### src/rtl/card_txq_pkg.sv
package card_txq_pkg;

   typedef struct packed {
      logic last_sync;
      logic hs_mode;
      logic rd_clr_err;
      logic any_word;
   } txq_cfg_t;

   localparam int unsigned POS_ANY   = 0;
   localparam int unsigned POS_RDCLR = 4;
   localparam int unsigned POS_HS    = 8;
   localparam int unsigned POS_LSYNC = 12;

endpackage

### src/rtl/txq_cfg_reg.sv
module txq_cfg_reg
   import card_txq_pkg::*;
#(
   parameter int unsigned REG_W = 32
) (
   input  logic             clk,
   input  logic             rst_n,
   input  logic             wr_en,
   input  logic             wp_en,
   input  logic [REG_W-1:0] wdata,
   output txq_cfg_t         cfg_o,
   output logic [REG_W-1:0] rdata
);

   generate
      if (REG_W <= POS_LSYNC) begin : g_bad_width
         $error("txq_cfg_reg: REG_W too small for field layout");
      end
   endgenerate

   txq_cfg_t cfg_q;

   always_ff @(posedge clk) begin
      if (!rst_n) begin
         cfg_q <= '0;
      end else if (wr_en && !wp_en) begin
         cfg_q.any_word   <= wdata[POS_ANY];
         cfg_q.rd_clr_err <= wdata[POS_RDCLR];
         cfg_q.hs_mode    <= wdata[POS_HS];
         cfg_q.last_sync  <= wdata[POS_LSYNC];
      end
   end

   always_comb begin
      rdata            = '0;
      rdata[POS_ANY]   = cfg_q.any_word;
      rdata[POS_RDCLR] = cfg_q.rd_clr_err;
      rdata[POS_HS]    = cfg_q.hs_mode;
      rdata[POS_LSYNC] = cfg_q.last_sync;
   end

   assign cfg_o = cfg_q;

   assert_wp_hold_R3: assert property (@(posedge clk) disable iff (!rst_n)
      (wr_en && wp_en) |=> $stable(cfg_q));

   assert_cfg_load_R2: assert property (@(posedge clk) disable iff (!rst_n)
      (wr_en && !wp_en) |=> (cfg_q.any_word == $past(wdata[POS_ANY])));

endmodule

### src/rtl/txq_fifo.sv
module txq_fifo #(
   parameter int unsigned DW    = 32,
   parameter int unsigned DEPTH = 16,
   localparam int unsigned AW   = $clog2(DEPTH),
   localparam int unsigned LW   = AW + 1
) (
   input  logic          clk,
   input  logic          rst_n,
   input  logic          push,
   input  logic [DW-1:0] wdata,
   input  logic          pop,
   output logic [DW-1:0] rdata,
   output logic [LW-1:0] level,
   output logic          full,
   output logic          empty,
   output logic          push_ok,
   output logic          pop_ok
);

   generate
      if (DEPTH < 4 || (1 << AW) != DEPTH) begin : g_bad_depth
         $error("txq_fifo: DEPTH must be a power of two, at least 4");
      end
   endgenerate

   logic [DW-1:0] mem [DEPTH];
   logic [AW-1:0] wr_ptr, rd_ptr;
   logic [LW-1:0] level_q;

   assign full    = (level_q == LW'(DEPTH));
   assign empty   = (level_q == '0);
   assign push_ok = push && !full;
   assign pop_ok  = pop && !empty;

   generate
      for (genvar e = 0; e < DEPTH; e++) begin : g_slot
         localparam logic [AW-1:0] SLOT = AW'(e);
         always_ff @(posedge clk) begin
            if (push_ok && wr_ptr == SLOT) mem[e] <= wdata;
         end
      end
   endgenerate

   always_ff @(posedge clk) begin
      if (!rst_n) begin
         wr_ptr  <= '0;
         rd_ptr  <= '0;
         level_q <= '0;
      end else begin
         if (push_ok) wr_ptr <= wr_ptr + AW'(1);
         if (pop_ok)  rd_ptr <= rd_ptr + AW'(1);
         case ({push_ok, pop_ok})
            2'b10:   level_q <= level_q + LW'(1);
            2'b01:   level_q <= level_q - LW'(1);
            default: level_q <= level_q;
         endcase
      end
   end

   assign rdata = mem[rd_ptr];
   assign level = level_q;

   assert_level_bound_R4: assert property (@(posedge clk) disable iff (!rst_n)
      level_q <= LW'(DEPTH));

   assert_full_drop_R4: assert property (@(posedge clk) disable iff (!rst_n)
      (push && full && !pop) |=> (level_q == LW'(DEPTH)));

   assert_level_step_R4: assert property (@(posedge clk) disable iff (!rst_n)
      (push_ok && !pop_ok) |=> (level_q == $past(level_q) + LW'(1)));

endmodule

### src/rtl/txq_start_ctrl.sv
module txq_start_ctrl #(
   parameter int unsigned DEPTH = 16,
   parameter int unsigned LEN_W = 12
) (
   input  logic             clk,
   input  logic             rst_n,
   input  logic             any_word,
   input  logic [LEN_W-1:0] blk_len,
   input  logic             push_ok,
   input  logic             new_cmd,
   output logic             start_o,
   output logic             active_o
);

   localparam int unsigned MARK_3Q = (DEPTH * 3) / 4;
   localparam int unsigned MARK_HF = DEPTH / 2;
   localparam int unsigned MARK_1Q = DEPTH / 4;

   generate
      if (LEN_W <= $clog2(DEPTH)) begin : g_bad_len
         $error("txq_start_ctrl: LEN_W must exceed the FIFO address width");
      end
   endgenerate

   logic [LEN_W-1:0] thr, blk_cnt, cnt_nx;
   logic             hit, blk_end, start_q, active_q;

   always_comb begin
      if (any_word)                       thr = LEN_W'(1);
      else if (blk_len >= LEN_W'(MARK_3Q)) thr = LEN_W'(MARK_HF);
      else if (blk_len >= LEN_W'(MARK_HF)) thr = LEN_W'(MARK_1Q);
      else                                 thr = blk_len;
   end

   assign cnt_nx  = blk_cnt + LEN_W'(1);
   assign hit     = push_ok && (blk_len != '0) && (cnt_nx == thr);
   assign blk_end = (cnt_nx == blk_len);

   always_ff @(posedge clk) begin
      if (!rst_n) begin
         blk_cnt  <= '0;
         start_q  <= 1'b0;
         active_q <= 1'b0;
      end else if (new_cmd) begin
         blk_cnt  <= '0;
         start_q  <= 1'b0;
         active_q <= 1'b0;
      end else begin
         start_q <= hit;
         if (hit) active_q <= 1'b1;
         if (push_ok) blk_cnt <= blk_end ? '0 : cnt_nx;
      end
   end

   assign start_o  = start_q;
   assign active_o = active_q;

   assert_start_after_push_R9: assert property (@(posedge clk) disable iff (!rst_n)
      start_q |-> $past(push_ok));

   assert_rearm_R9: assert property (@(posedge clk) disable iff (!rst_n)
      (push_ok && !new_cmd && blk_end) |=> (blk_cnt == '0));

   assert_start_activates_R10: assert property (@(posedge clk) disable iff (!rst_n)
      start_q |-> active_q);

endmodule

### src/rtl/txq_flow_err.sv
module txq_flow_err (
   input  logic clk,
   input  logic rst_n,
   input  logic push,
   input  logic full,
   input  logic pop,
   input  logic empty,
   input  logic active,
   input  logic new_cmd,
   input  logic status_rd,
   input  logic rd_clr_mode,
   output logic ovf_o,
   output logic unf_o
);

   logic ovf_set, unf_set, clr, ovf_q, unf_q;

   assign ovf_set = push && full;
   assign unf_set = pop && empty && active;
   assign clr     = rd_clr_mode ? status_rd : new_cmd;

   always_ff @(posedge clk) begin
      if (!rst_n) begin
         ovf_q <= 1'b0;
         unf_q <= 1'b0;
      end else begin
         ovf_q <= ovf_set || (ovf_q && !clr);
         unf_q <= unf_set || (unf_q && !clr);
      end
   end

   assign ovf_o = ovf_q;
   assign unf_o = unf_q;

   assert_ovf_set_R4: assert property (@(posedge clk) disable iff (!rst_n)
      (push && full) |=> ovf_q);

   assert_hold_cmd_mode_R11: assert property (@(posedge clk) disable iff (!rst_n)
      (ovf_q && !rd_clr_mode && !new_cmd) |=> ovf_q);

   assert_hold_rd_mode_R12: assert property (@(posedge clk) disable iff (!rst_n)
      (unf_q && rd_clr_mode && !status_rd) |=> unf_q);

   assert_no_idle_unf_R10: assert property (@(posedge clk) disable iff (!rst_n)
      (!unf_q && !(pop && empty && active)) |=> !unf_q);

endmodule

### src/rtl/card_txq_ctrl.sv
module card_txq_ctrl
   import card_txq_pkg::*;
#(
   parameter int unsigned DW    = 32,
   parameter int unsigned DEPTH = 16,
   parameter int unsigned LEN_W = 12,
   localparam int unsigned LW   = $clog2(DEPTH) + 1
) (
   input  logic             clk,
   input  logic             rst_n,
   input  logic             cfg_wr,
   input  logic             cfg_wp,
   input  logic [31:0]      cfg_wdata,
   output logic [31:0]      cfg_rdata,
   input  logic [LEN_W-1:0] blk_len,
   input  logic             push,
   input  logic [DW-1:0]    push_data,
   input  logic             pop,
   output logic [DW-1:0]    pop_data,
   input  logic             new_cmd,
   input  logic             status_rd,
   output logic             start_xfer,
   output logic [LW-1:0]    level,
   output logic             ovf_err,
   output logic             unf_err,
   output logic             flow_err
);

   txq_cfg_t cfg;
   logic     full, empty, push_ok, pop_ok, active;

   txq_cfg_reg #(.REG_W(32)) u_cfg (
      .clk   (clk),
      .rst_n (rst_n),
      .wr_en (cfg_wr),
      .wp_en (cfg_wp),
      .wdata (cfg_wdata),
      .cfg_o (cfg),
      .rdata (cfg_rdata)
   );

   txq_fifo #(.DW(DW), .DEPTH(DEPTH)) u_fifo (
      .clk     (clk),
      .rst_n   (rst_n),
      .push    (push),
      .wdata   (push_data),
      .pop     (pop),
      .rdata   (pop_data),
      .level   (level),
      .full    (full),
      .empty   (empty),
      .push_ok (push_ok),
      .pop_ok  (pop_ok)
   );

   txq_start_ctrl #(.DEPTH(DEPTH), .LEN_W(LEN_W)) u_start (
      .clk      (clk),
      .rst_n    (rst_n),
      .any_word (cfg.any_word),
      .blk_len  (blk_len),
      .push_ok  (push_ok),
      .new_cmd  (new_cmd),
      .start_o  (start_xfer),
      .active_o (active)
   );

   txq_flow_err u_err (
      .clk         (clk),
      .rst_n       (rst_n),
      .push        (push),
      .full        (full),
      .pop         (pop),
      .empty       (empty),
      .active      (active),
      .new_cmd     (new_cmd),
      .status_rd   (status_rd),
      .rd_clr_mode (cfg.rd_clr_err),
      .ovf_o       (ovf_err),
      .unf_o       (unf_err)
   );

   assign flow_err = ovf_err || unf_err;

   assert_reset_quiet_R1: assert property (@(posedge clk)
      !rst_n |=> (level == '0 && !start_xfer && !flow_err));

endmodule

### config.mk
export PLATFORM = sky130hd
export DESIGN_NAME = card_txq_ctrl
export DESIGN_NICKNAME = d
export VERILOG_FILES = /design/src/rtl/card_txq_pkg.sv /design/src/rtl/txq_cfg_reg.sv /design/src/rtl/txq_fifo.sv /design/src/rtl/txq_start_ctrl.sv /design/src/rtl/txq_flow_err.sv /design/src/rtl/card_txq_ctrl.sv
export SDC_FILE = /design/constraint.sdc
export NUM_CORES = 1
export LEC_CHECK = 0
export ABC_AREA = 1
export BUFFER_PORTS_ARGS = -buffer_cell sky130_fd_sc_hd__buf_4
export CAP_MARGIN = 20
export CELL_PAD_IN_SITES_DETAIL_PLACEMENT = 1
export CELL_PAD_IN_SITES_GLOBAL_PLACEMENT = 2
export CORE_UTILIZATION = 46
export DETAILED_ROUTE_END_ITERATION = 10
export MAX_ROUTING_LAYER = met4
export PLACE_DENSITY = 0.82
export SYNTH_ARGS = -nofsm -noshare
export SYNTH_HDL_FRONTEND = slang
export SYNTH_SLANG_ARGS = --single-unit
### constraint.sdc
create_clock -name clk -period 5.9 [get_ports clk]
set_input_delay 1.18 -clock clk [delete_from_list [all_inputs] [get_ports clk]]
set_output_delay 1.18 -clock clk [all_outputs]
set_load 0.005 [all_outputs]
==> impl_metrics.py <==
metrics = {
    "run_status": {
        "status": "finished, final reports clean",
    },
    "timing": {
        "min_period_over_period_pct": 77.59,
        "finalSetupViolCount": 0,
        "finalHoldViolCount": 0,
        "slew_headroom_pct": 23.46,
        "tightest_slew_ns": 1.148,
        "fmax_mhz": 218.4,
        "fin_tns_setup_ns": 0,
        "slew_viol_final": 0,
        "rsz0062_at_grt": "no",
        "setup_slack_ns": 1.322,
        "finClkSkew_ns": 0.01525,
        "fin_crit_ns": 4.578,
    },
    "die": {
        "start_util_pct": 46.74,
        "num_rows": 81,
        "die-width_um": 225.3,
        "die_height_um": 225.3,
        "die_area_mm2": 0.05074,
        "ioPinCount": 157,
        "core_mm2": 0.04905,
    },
    "clock_tree": {
        "cts_buffers": 56,
        "post-cts-setup-buffers": 0,
        "cts_sinks": 549,
        "htreeDepth": 2,
        "path_clk_slew_ns": 0.06,
        "cts_hold_buffers": 0,
        "cts.root.buffer_cell": "clkbuf_16",
        "cts_tree": "done",
        "cts_resized": 0,
        "worstSkewPairLatency_ns": 0.60,
        "cts_buffer_depth": 3,
    },
    "logic_synthesis": {
        "synth-async-reset-ratio_pct": 0,
        "synth-edff-count": 512,
        "avgSynthCellArea_um2": 12.97,
        "yosysSeqAreaShare_pct": 70.29,
        "synth-main-ff-cell": "edfxtp_1",
        "synth-seq-cells": 549,
        "yosys.cell_types.count": 36,
        "yosys_warnings": 0,
        "synthesis.area_mm2": 0.02293,
        "syn-instance-count": 1768,
    },
    "global_routing": {
        "overflow": 0,
        "grt_usage_pct": 23.60,
        "grt_pass1_vias": 14700,
        "antenna_found_initial": 3,
        "grt_max_degree": 121,
        "grt_pass1_wl_um": 86880,
    },
    "route": {
        "first_iter_violations": 960,
        "drc": 0,
        "route.vias.total": 14130,
        "wl_per_cell_um": 22.57,
        "firstDrtPassIters": 5,
        "wirelength_um": 57710,
        "antenna_left": 0,
        "vias_per_cell": 5.526,
    },
    "setup_path": {
        "critPathMaxStageDelay_ns": 0.98,
        "rr_worst_depth": 7,
        "start_kind": "register",
        "criticalPathCategory": "reg2out",
        "worst-path-max-fanout": 82,
        "crit_path_end_kind": "primary output",
        "crit_required_ns": 4.72,
        "cpMaxStageDelayCell": "buf_4",
        "critPathArrivalTime_ns": 3.40,
        "crit_chain": "buf_4 > a21oi_1 > o21ai_0 > o21ai_0 > o211ai_1 > nand2_1 > buf_4",
    },
    "power": {
        "power.density_mw_per_mm2": 380.0,
        "p_leak_nw": 9.175,
        "vdd_ir_drop_max_mv": 0.2252,
    },
    "final_layout": {
        "final_layout_size_suffix_gt1_share_pct": 12.53,
        "areaGrowthSynthToFinish_pct": 13.45,
        "nNetsFinal": 1948,
        "final_cell_mix": "edfxtp_1 (512), inv_1 (188), o21ai_0 (183)",
        "mostFrequentLayoutCell": "edfxtp_1",
        "fillers": 5011,
    },
    "placement": {
        "io_buffers": 100,
        "place_ws_ns": 1.914,
        "dp_hpwl_um": 29890,
        "gp_congestion": 0.8147,
    },
    "hold_path": {
        "hold_path.class": "reg2reg",
        "holdPathStages": 2,
    },
    "job": {
        "cap_violations": 0,
    },
}
## worst max-delay path: cells and delay by family, from the launching register on
kind | cells | cell delay, ns
and+or+nand+nor | 1 | 0.18
DFF | 1 | 0.79
AOI/OAI and AO/OA | 4 | 0.60
buffers and inverters | 2 | 1.17
## report_power, final
part	switching, mW	internal [mW]
combinational	1.25	0.804
clock	1.43	1.88
sequential	0.154	4.37
total	2.83	7.05
## synthesized netlist by cell type, drive strengths merged (12+ instances only)
cell type  number  area, µm²
mux2i         129       1291
a21oi         155      775.7
nand2         136      538.0
clkbuf         56      210.2
o21ai         183      915.9
inv           190      713.2
nand3          73      390.4
dfxtp          37      740.7
nand4          12      75.07
buf            69      426.7
nor2           62      259.0
o211ai        128      960.9
edfxtp        512      15370
## metrics by stage
stage	hold slack (ns)	cell area (µm²)	utilization (%)	power, mW	cells
after floorplan	0.4268	23030	-	5.902	1795
after global placement	0.4549	24340	49.61	6.585	2459
after detailed placement	0.4667	24340	49.61	6.661	2459
after CTS	0.4771	26010	53.02	9.973	2555
after global routing	0.5092	26010	53.03	10.33	2557
final	0.4685	26010	53.03	9.884	2557
## flip-flops by register name, summed over array words and instances (netlist names), named ones only
signal and flops:
u_cfg.cfg_o 4, u_err.ovf_o 1, u_err.unf_o 1, u_fifo.level 5
u_fifo.mem 512, u_fifo.rd_ptr 4, u_fifo.wr_ptr 4, u_start.active_o 1
u_start.blk_cnt 12, u_start.start_o 1
## area by class of cell
class                      instances  area [µm²]  area share (%)
sequential                       549       16130           62.00
clock buffer                      76        1528           5.873
tap                              664       830.8           3.194
multi-input combinational        929        5677           21.82
timing repair buffer             125       975.9           3.752
clock inverter                    20       142.6          0.5483
inverter                         192       725.7           2.790
antenna                            2       5.005         0.01924
## final timing paths
path	from	to	slack (ns)
max	register	pop_data[3]	1.32
max reg2reg	u_fifo.level[3]	u_fifo.mem[7][26]	2.64
min	u_start.active_o	u_start.active_o	0.47
min reg2reg	u_start.active_o	u_start.active_o	0.47
## metal layers
metal	vias up	GRT usage [%]	routed length, µm
met1	7225	30.42	25380
met2	269	39.40	28950
met5	-	-	0
li1	6561	-	-
met4	0	5.574	1062
met3	75	3.520	2322
## kinds of logic (layout without fill, tap and decap cells)
logic type / Yosys count / in the layout / share of synthesized area (%)
fa+ha+maj: 11 / 11 / 0.6330
flops: 549 / 549 / 70.29
xor+xnor: 3 / 3 / 0.1146
other cells: 1 / 30 / 0.01636
compound gates: 471 / 471 / 11.73
buf+inv: 317 / 413 / 5.921
simple gates: 287 / 287 / 5.664
mux: 129 / 129 / 5.632
No activity file was read; power rests on OpenSTA's default activity.
